===== config.mk =====
export PLATFORM = sky130hd
export DESIGN_NAME = step_sequencer
export DESIGN_NICKNAME = d
export VERILOG_FILES = /design/src/rtl/seq_pkg.sv /design/src/rtl/seq_step_timer.sv /design/src/rtl/seq_eoc_join.sv /design/src/rtl/seq_phase_count.sv /design/src/rtl/step_sequencer.sv
export SDC_FILE = /design/constraint.sdc
export NUM_CORES = 1
export LEC_CHECK = 0
export BUFFER_PORTS_ARGS = -buffer_cell sky130_fd_sc_hd__buf_2
export CORE_MARGIN = 1.5
export CORE_UTILIZATION = 58
export DETAILED_ROUTE_END_ITERATION = 8
export PLACE_DENSITY = 0.93
export SYNTH_ARGS = -nofsm -noshare
export SYNTH_HDL_FRONTEND = slang
export SYNTH_SLANG_ARGS = --single-unit

===== constraint.sdc =====
create_clock -name clk -period 4.3 [get_ports clk]
set_clock_uncertainty 0.15 [all_clocks]
set_input_delay 0.645 -clock clk [delete_from_list [all_inputs] [get_ports clk]]
set_output_delay 0.645 -clock clk [all_outputs]
set_load 0.02 [all_outputs]

===== src/rtl/seq_pkg.sv =====
package seq_pkg;
   typedef enum logic [3:0] {
      SQ_INIT,
      SQ_ZERO,
      SQ_GO_NL,
      SQ_WAIT_NL,
      SQ_GO_LIN,
      SQ_WAIT_LIN,
      SQ_XCHG_CONV,
      SQ_XCHG_HOST,
      SQ_HOLD,
      SQ_COMMIT
   } seq_state_t;
endpackage


===== src/rtl/seq_step_timer.sv =====
module seq_step_timer #(
   parameter int TMR_W = 16
) (
   input  logic             clk,
   input  logic             rst_n,
   input  logic             step_start,
   input  logic             in_hold,
   input  logic [TMR_W-1:0] period,
   output logic             due,
   output logic             overrun
);
   localparam logic [TMR_W-1:0] T_ONE = 1;
   localparam logic [TMR_W:0]   X_ONE = 1;
   localparam logic [TMR_W:0]   X_TWO = 2;

   logic [TMR_W-1:0] tmr;
   logic [TMR_W:0]   t_ext, p_ext;
   logic             late;

   assign t_ext = {1'b0, tmr};
   assign p_ext = {1'b0, period};
   assign due   = (t_ext + X_TWO) >= p_ext;
   assign late  = (t_ext + X_ONE) >= p_ext;

   always_ff @(posedge clk or negedge rst_n) begin
      if (!rst_n) begin
         tmr     <= '0;
         overrun <= 1'b0;
      end else begin
         if (step_start)
            tmr <= T_ONE;
         else if (!(&tmr))
            tmr <= tmr + T_ONE;
         if (in_hold && late)
            overrun <= 1'b1;
      end
   end

   a_r6_overrun_sticky: assert property (@(posedge clk) disable iff (!rst_n)
      overrun |=> overrun);
   a_r6_overrun_from_hold: assert property (@(posedge clk) disable iff (!rst_n)
      $rose(overrun) |-> $past(in_hold));
endmodule


===== src/rtl/seq_eoc_join.sv =====
module seq_eoc_join #(
   parameter int              N_SUB   = 4,
   parameter logic [N_SUB-1:0] NL_MASK = 4'b0011,
   parameter bit              SERIES  = 1'b1
) (
   input  logic [N_SUB-1:0] eoc,
   output logic             first_done,
   output logic             lin_done
);
   logic [N_SUB-1:0] nl_ok, lin_ok;
   logic             nl_done;

   for (genvar i = 0; i < N_SUB; i++) begin : g_flag
      assign nl_ok[i]  = !NL_MASK[i] || eoc[i];
      assign lin_ok[i] = NL_MASK[i]  || eoc[i];
   end

   assign nl_done  = &nl_ok;
   assign lin_done = &lin_ok;

   if (SERIES) begin : g_series
      assign first_done = nl_done;
   end else begin : g_parallel
      assign first_done = nl_done && lin_done;
   end
endmodule


===== src/rtl/seq_phase_count.sv =====
module seq_phase_count #(
   parameter int CNT_W = 12
) (
   input  logic             clk,
   input  logic             rst_n,
   input  logic             clear,
   input  logic [CNT_W-1:0] limit,
   output logic             hit
);
   localparam logic [CNT_W-1:0] C_ONE = 1;

   logic [CNT_W-1:0] cnt;
   logic [CNT_W:0]   nxt;

   assign nxt = {1'b0, cnt} + {1'b0, C_ONE};
   assign hit = nxt >= {1'b0, limit};

   always_ff @(posedge clk or negedge rst_n) begin
      if (!rst_n)
         cnt <= '0;
      else if (clear)
         cnt <= '0;
      else if (!(&cnt))
         cnt <= cnt + C_ONE;
   end
endmodule


===== src/rtl/step_sequencer.sv =====
module step_sequencer #(
   parameter int               N_SUB   = 4,
   parameter logic [N_SUB-1:0] NL_MASK = 4'b0011,
   parameter bit               SERIES  = 1'b1,
   parameter int               TMR_W   = 16,
   parameter int               CNT_W   = 12
) (
   input  logic             clk,
   input  logic             rst_n,
   input  logic [TMR_W-1:0] period_cfg,
   input  logic [CNT_W-1:0] init_len,
   input  logic [CNT_W-1:0] timeout_cfg,
   input  logic [N_SUB-1:0] eoc,
   input  logic             conv_ack,
   input  logic             host_ack,
   output logic             sub_rst,
   output logic             sub_en,
   output logic             start_nl,
   output logic             start_lin,
   output logic             commit_nl,
   output logic             commit_lin,
   output logic             conv_req,
   output logic             host_req,
   output logic             overrun
);
   import seq_pkg::*;

   if (N_SUB < 2) begin : g_bad_n
      $error("step_sequencer: N_SUB must be at least 2");
   end
   if (NL_MASK == '0 || &NL_MASK) begin : g_bad_mask
      $error("step_sequencer: both partitions need at least one sub-circuit");
   end
   if (TMR_W < 4 || CNT_W < 2) begin : g_bad_w
      $error("step_sequencer: counter widths too small");
   end

   seq_state_t st, st_nxt;
   logic first_done, lin_done, due, hit;
   logic [CNT_W-1:0] limit;

   seq_eoc_join #(.N_SUB(N_SUB), .NL_MASK(NL_MASK), .SERIES(SERIES)) u_join (
      .eoc(eoc), .first_done(first_done), .lin_done(lin_done));

   seq_step_timer #(.TMR_W(TMR_W)) u_timer (
      .clk(clk), .rst_n(rst_n), .step_start(st == SQ_GO_NL),
      .in_hold(st == SQ_HOLD), .period(period_cfg), .due(due), .overrun(overrun));

   assign limit = (st == SQ_INIT) ? init_len : timeout_cfg;

   seq_phase_count #(.CNT_W(CNT_W)) u_count (
      .clk(clk), .rst_n(rst_n), .clear(st_nxt != st), .limit(limit), .hit(hit));

   always_comb begin
      st_nxt = st;
      unique case (st)
         SQ_INIT:      if (hit) st_nxt = SQ_ZERO;
         SQ_ZERO:      st_nxt = SQ_GO_NL;
         SQ_GO_NL:     st_nxt = SQ_WAIT_NL;
         SQ_WAIT_NL:   if (first_done) st_nxt = SERIES ? SQ_GO_LIN : SQ_XCHG_CONV;
         SQ_GO_LIN:    st_nxt = SQ_WAIT_LIN;
         SQ_WAIT_LIN:  if (lin_done) st_nxt = SQ_XCHG_CONV;
         SQ_XCHG_CONV: if (conv_ack) st_nxt = SQ_XCHG_HOST;
                       else if (hit) st_nxt = SQ_INIT;
         SQ_XCHG_HOST: if (host_ack) st_nxt = SQ_HOLD;
                       else if (hit) st_nxt = SQ_INIT;
         SQ_HOLD:      if (due) st_nxt = SQ_COMMIT;
         SQ_COMMIT:    st_nxt = SQ_GO_NL;
         default:      st_nxt = SQ_INIT;
      endcase
   end

   always_ff @(posedge clk or negedge rst_n) begin
      if (!rst_n) st <= SQ_INIT;
      else        st <= st_nxt;
   end

   assign sub_rst    = (st == SQ_INIT);
   assign sub_en     = !(st == SQ_INIT || st == SQ_ZERO);
   assign start_nl   = (st == SQ_GO_NL);
   assign commit_nl  = (st == SQ_ZERO || st == SQ_COMMIT);
   assign commit_lin = (st == SQ_ZERO || st == SQ_COMMIT);
   assign conv_req   = (st == SQ_XCHG_CONV);
   assign host_req   = (st == SQ_XCHG_HOST);

   if (SERIES) begin : g_lin_series
      assign start_lin = (st == SQ_GO_LIN);
      a_r3_lin_after_nl: assert property (@(posedge clk) disable iff (!rst_n)
         start_lin |-> $past(&(eoc | ~NL_MASK)));
   end else begin : g_lin_parallel
      assign start_lin = (st == SQ_GO_NL);
   end

   a_r1_quiet_in_init: assert property (@(posedge clk) disable iff (!rst_n)
      sub_rst |-> !(sub_en || start_nl || start_lin || commit_nl || conv_req || host_req));
   a_r3_start_pulse: assert property (@(posedge clk) disable iff (!rst_n)
      start_nl |=> !start_nl);
   a_r4_one_exchange: assert property (@(posedge clk) disable iff (!rst_n)
      !(conv_req && host_req));
   a_r4_conv_held: assert property (@(posedge clk) disable iff (!rst_n)
      (conv_req && !conv_ack) |=> (conv_req || sub_rst));
   a_r9_commit_then_start: assert property (@(posedge clk) disable iff (!rst_n)
      commit_nl |=> start_nl);
   a_r8_enabled_at_start: assert property (@(posedge clk) disable iff (!rst_n)
      start_nl |-> sub_en);
endmodule


==> summary.md <==
| Metric | Value |
|---|---|
| Period utilisation layout | 88.33% |
| Critical Path Max Stage Delay | 0.75 ns |
| Die Area | 6183 sq um |
| Post-synthesis average cell area | 8.920 sq um |
| Critical Path RT | 4.37 ns |
| Pin count of the biggest net entering global routing | 34 |
| Hold buffers post-CTS | 0 |
| Die Wd | 78.64 um |
| Number of cells produced by synthesis | 372 |
| Fmax | 0.2633 GHz |
| EDFF count, synth | 0 |
| Final min period | 3.798 ns |
| Clk_lat worst skew | 0.30 ns |
| Vias in the first global route | 3163 |
| Clock root cell | clkbuf_8 |
| Critical path type | reg -> reg |
| Core area | 5507 sq um |
| Num CTS Buffers | 5 |
| Layout Nets | 520 |
| Design Power | 1.501 mW |
| Post-Syn Nets | 467 |
| Yosys cell types | 62 |
| Initial Util | 60.26% |
| Final Cell Area | 3721 sq um |
| Post-Route WL | 7880 um |
| Top_reg_cell synth | dfrtp_1 |
| TritonCTS clock tree | done |
| Final setup viols | 0 |
| Post-Syn Area | 3318 sq um |
| RSZ-0062 raised after global routing | no |
| Delay-heaviest family, CP | compound AO/OA/AOI/OAI gates |
| First-pass GRT wire length | 13720 um |
| Worst path arrival time | 3.87 ns |
| Synth Register Bits | 33 |
| Tightest Pin Transition | 0.8419 ns |
| CTS Buffer Depth | 2 |
| Mux contribution to synthesized area | 4.261% |
| FP Rows | 27 |
| Vias/cell | 6.078 |
| Crit-path slowest cell | nor4_4 |
| Sequential area share after synthesis | 24.89% |
| Worst path buffer plus inverter count | 2 |
| Initial DRC Count | 147 |
| Worst IR drop on VDD | 271.6 uV |
| Layout area overhead | 12.14% |
| PortBufs | 56 |
| Compound-Gate Fraction of Synth Area | 15.72% |
| Ant. Diodes | 0 |
| Routed WL per cell | 15.86 um |
| Antenna violations before repair | 0 |
| Outcome | finished clean |
| Clk sinks | 33 |
| Static leakage | 1.981 nW |
| Global route overflow | 0 |
| Placed cell area | 3635 sq um |
| Post-Synth Adder-Cell Area | 17.72% |
| Post_cts resized | 0 |
| H-tree levels | 2 |
| Fin util | 67.58% |
| Layout cells sized above 1 | 20.94% |
| Critical Path Fanout Max | 13 |
| Critical path endpoint category | register |
| Fillers | 437 |
| FFs w/ async S/R, synth | 100.0% |
| RePlAce Congestion | 0.8969 |
| DR pass1 iterations | 5 |
| Crit-path cells | nor4_4 > buf_4 > mux2i_1 > ha_1 > nand2_1 > o21ai_0 > a2111oi_1 > a21boi_1 > a31oi_1 > buf_4 > o21ai_0 > nor2_1 |
| GR Util All Layers | 27.76% |
| Setup bufs post-CTS | 0 |
| Final hold viol count | 0 |
| HPWL after DPL | 6237 um |
| Cell count after placement | 490 |
| Rel. slew slack | 43.57% |
| Final Max Slew Viols | 0 |
| Io pins | 57 |
| ANT nets after route | 0 |
| Drt drc | 0 |
| Post-synthesis xor/xnor area fraction | 10.29% |
| Worst hold path class | in -> async |
| Worst-path clk slew | 0.07 ns |
| Yosys warnings | 0 |
| Crit start category | register |
| Simple-gate area share of the yosys netlist | 20.70% |
| Largest family of logic cells by synthesized area | simple AND/OR/NAND/NOR gates |
| Max cap viols | 0 |
| Total number of vias | 3021 |
| Post-Route Setup TNS | 0 ns |
| Die Y | 78.64 um |
| PD cells | 403.3 nW/um^2 |
| Cell Count, Final, Fillers Out | 497 |
routing by layer:
layer	share of wire, %	track usage [%]
met2	51	51.55
met3	5.5	4.535
met1	40	30.27
met5	0	0
met4	3.8	13.39
final cells by class:
class / instances / area (sq um) / area share (%)
multi-input cells: 294 / 2288 / 61.50
repair buffers: 61 / 317.8 / 8.541
inverters: 30 / 112.6 / 3.026
clock buffers: 7 / 86.33 / 2.320
well taps: 72 / 90.09 / 2.421
flip-flops and latches: 33 / 825.8 / 22.19
worst paths after layout:
check	startpoint	to	slack [ns]	cells past startpoint
max	st[2]	u_count.cnt[5]	0.50	12
max reg2reg	st[2]	u_count.cnt[5]	0.50	12
min	rst_n	u_timer.tmr[6]	0.27	1
min in group clk	host_ack	st[3]	0.46	2
min reg2reg	u_timer.overrun	u_timer.overrun	0.46	2
max in group asynchronous	rst_n	u_count.cnt[7]	3.23	1
flip-flops by register name (all words and copies together), names as in the netlist:
name	count
u_timer.overrun	1
u_count.cnt	12
u_timer.tmr	16
st	4
worst register-to-register path, cell delays in order (launching register included):
cell and delay, ns:
dfrtp_1 0.55, nor4_4 0.76, buf_4 0.27, mux2i_1 0.20, ha_1 0.26, nand2_1 0.07
o21ai_0 0.14, a2111oi_1 0.50, a21boi_1 0.17, a31oi_1 0.21, buf_4 0.21, o21ai_0 0.10
nor2_1 0.13
where the power goes:
part	switching [mW]	internal [mW]
Combinational	0.446	0.343
Sequential	0.106	0.356
Clock	0.123	0.127
Total	0.675	0.826
Yosys cell counts, drive strengths merged (3+ instances only):
cell	n	area share (%)
a21boi	3	0.68
xnor2	22	5.8
clkbuf	3	0.34
ha	47	18
nand2	27	3.1
a211oi	3	0.68
mux2i	13	3.9
nor3b	3	0.83
nand3	14	2.3
a21oi	30	4.9
nor4	4	1.8
a21o	8	1.8
dfrtp	33	25
inv	30	3.4
nand3b	3	0.68
buf	12	2.7
nor3	4	1.1
xor2	17	4.5
nor2b	3	0.57
and3	6	1.1
nand4	13	2.6
o21ai	18	2.7
and4	4	1.1
nor2	22	2.5
cell usage in the layout (no fill, tap or decap), drive strengths merged, types with 2 or more instances in the layout:
master	count
buf	61
ha	47
dfrtp	33
inv	30
a21oi	30
nand2	27
nor2	22
xnor2	22
o21ai	18
xor2	17
nand3	14
mux2i	13
nand4	13
a21o	8
clkbuf	7
and3	6
nor4	4
nor3	4
and4	4
nor2b	3
a21boi	3
a211oi	3
nand3b	3
nor3b	3
or2	2
and2	2
a41oi	2
o211ai	2
nand2b	2
nor4b	2
through the flow:
stage,hold slack [ns],setup slack [ns]
floorplan,0.1994,0.8733
CTS,0.2884,0.5658
detailed placement,0.4443,0.6191
global placement,0.4387,0.7863
global route,0.3276,0.1092
finish,0.2699,0.5017
cell families (layout without fill, tap and decap cells):
kind of cell	after synthesis	in the layout
AOI/OAI and AO/OA	79	79
DFF	33	33
and+or+nand+nor	115	115
adders and majority gates	47	47
muxes	14	14
buffers and inverters	45	98
xor gates and xnor gates	39	39
(Power assumes the default switching activity.)
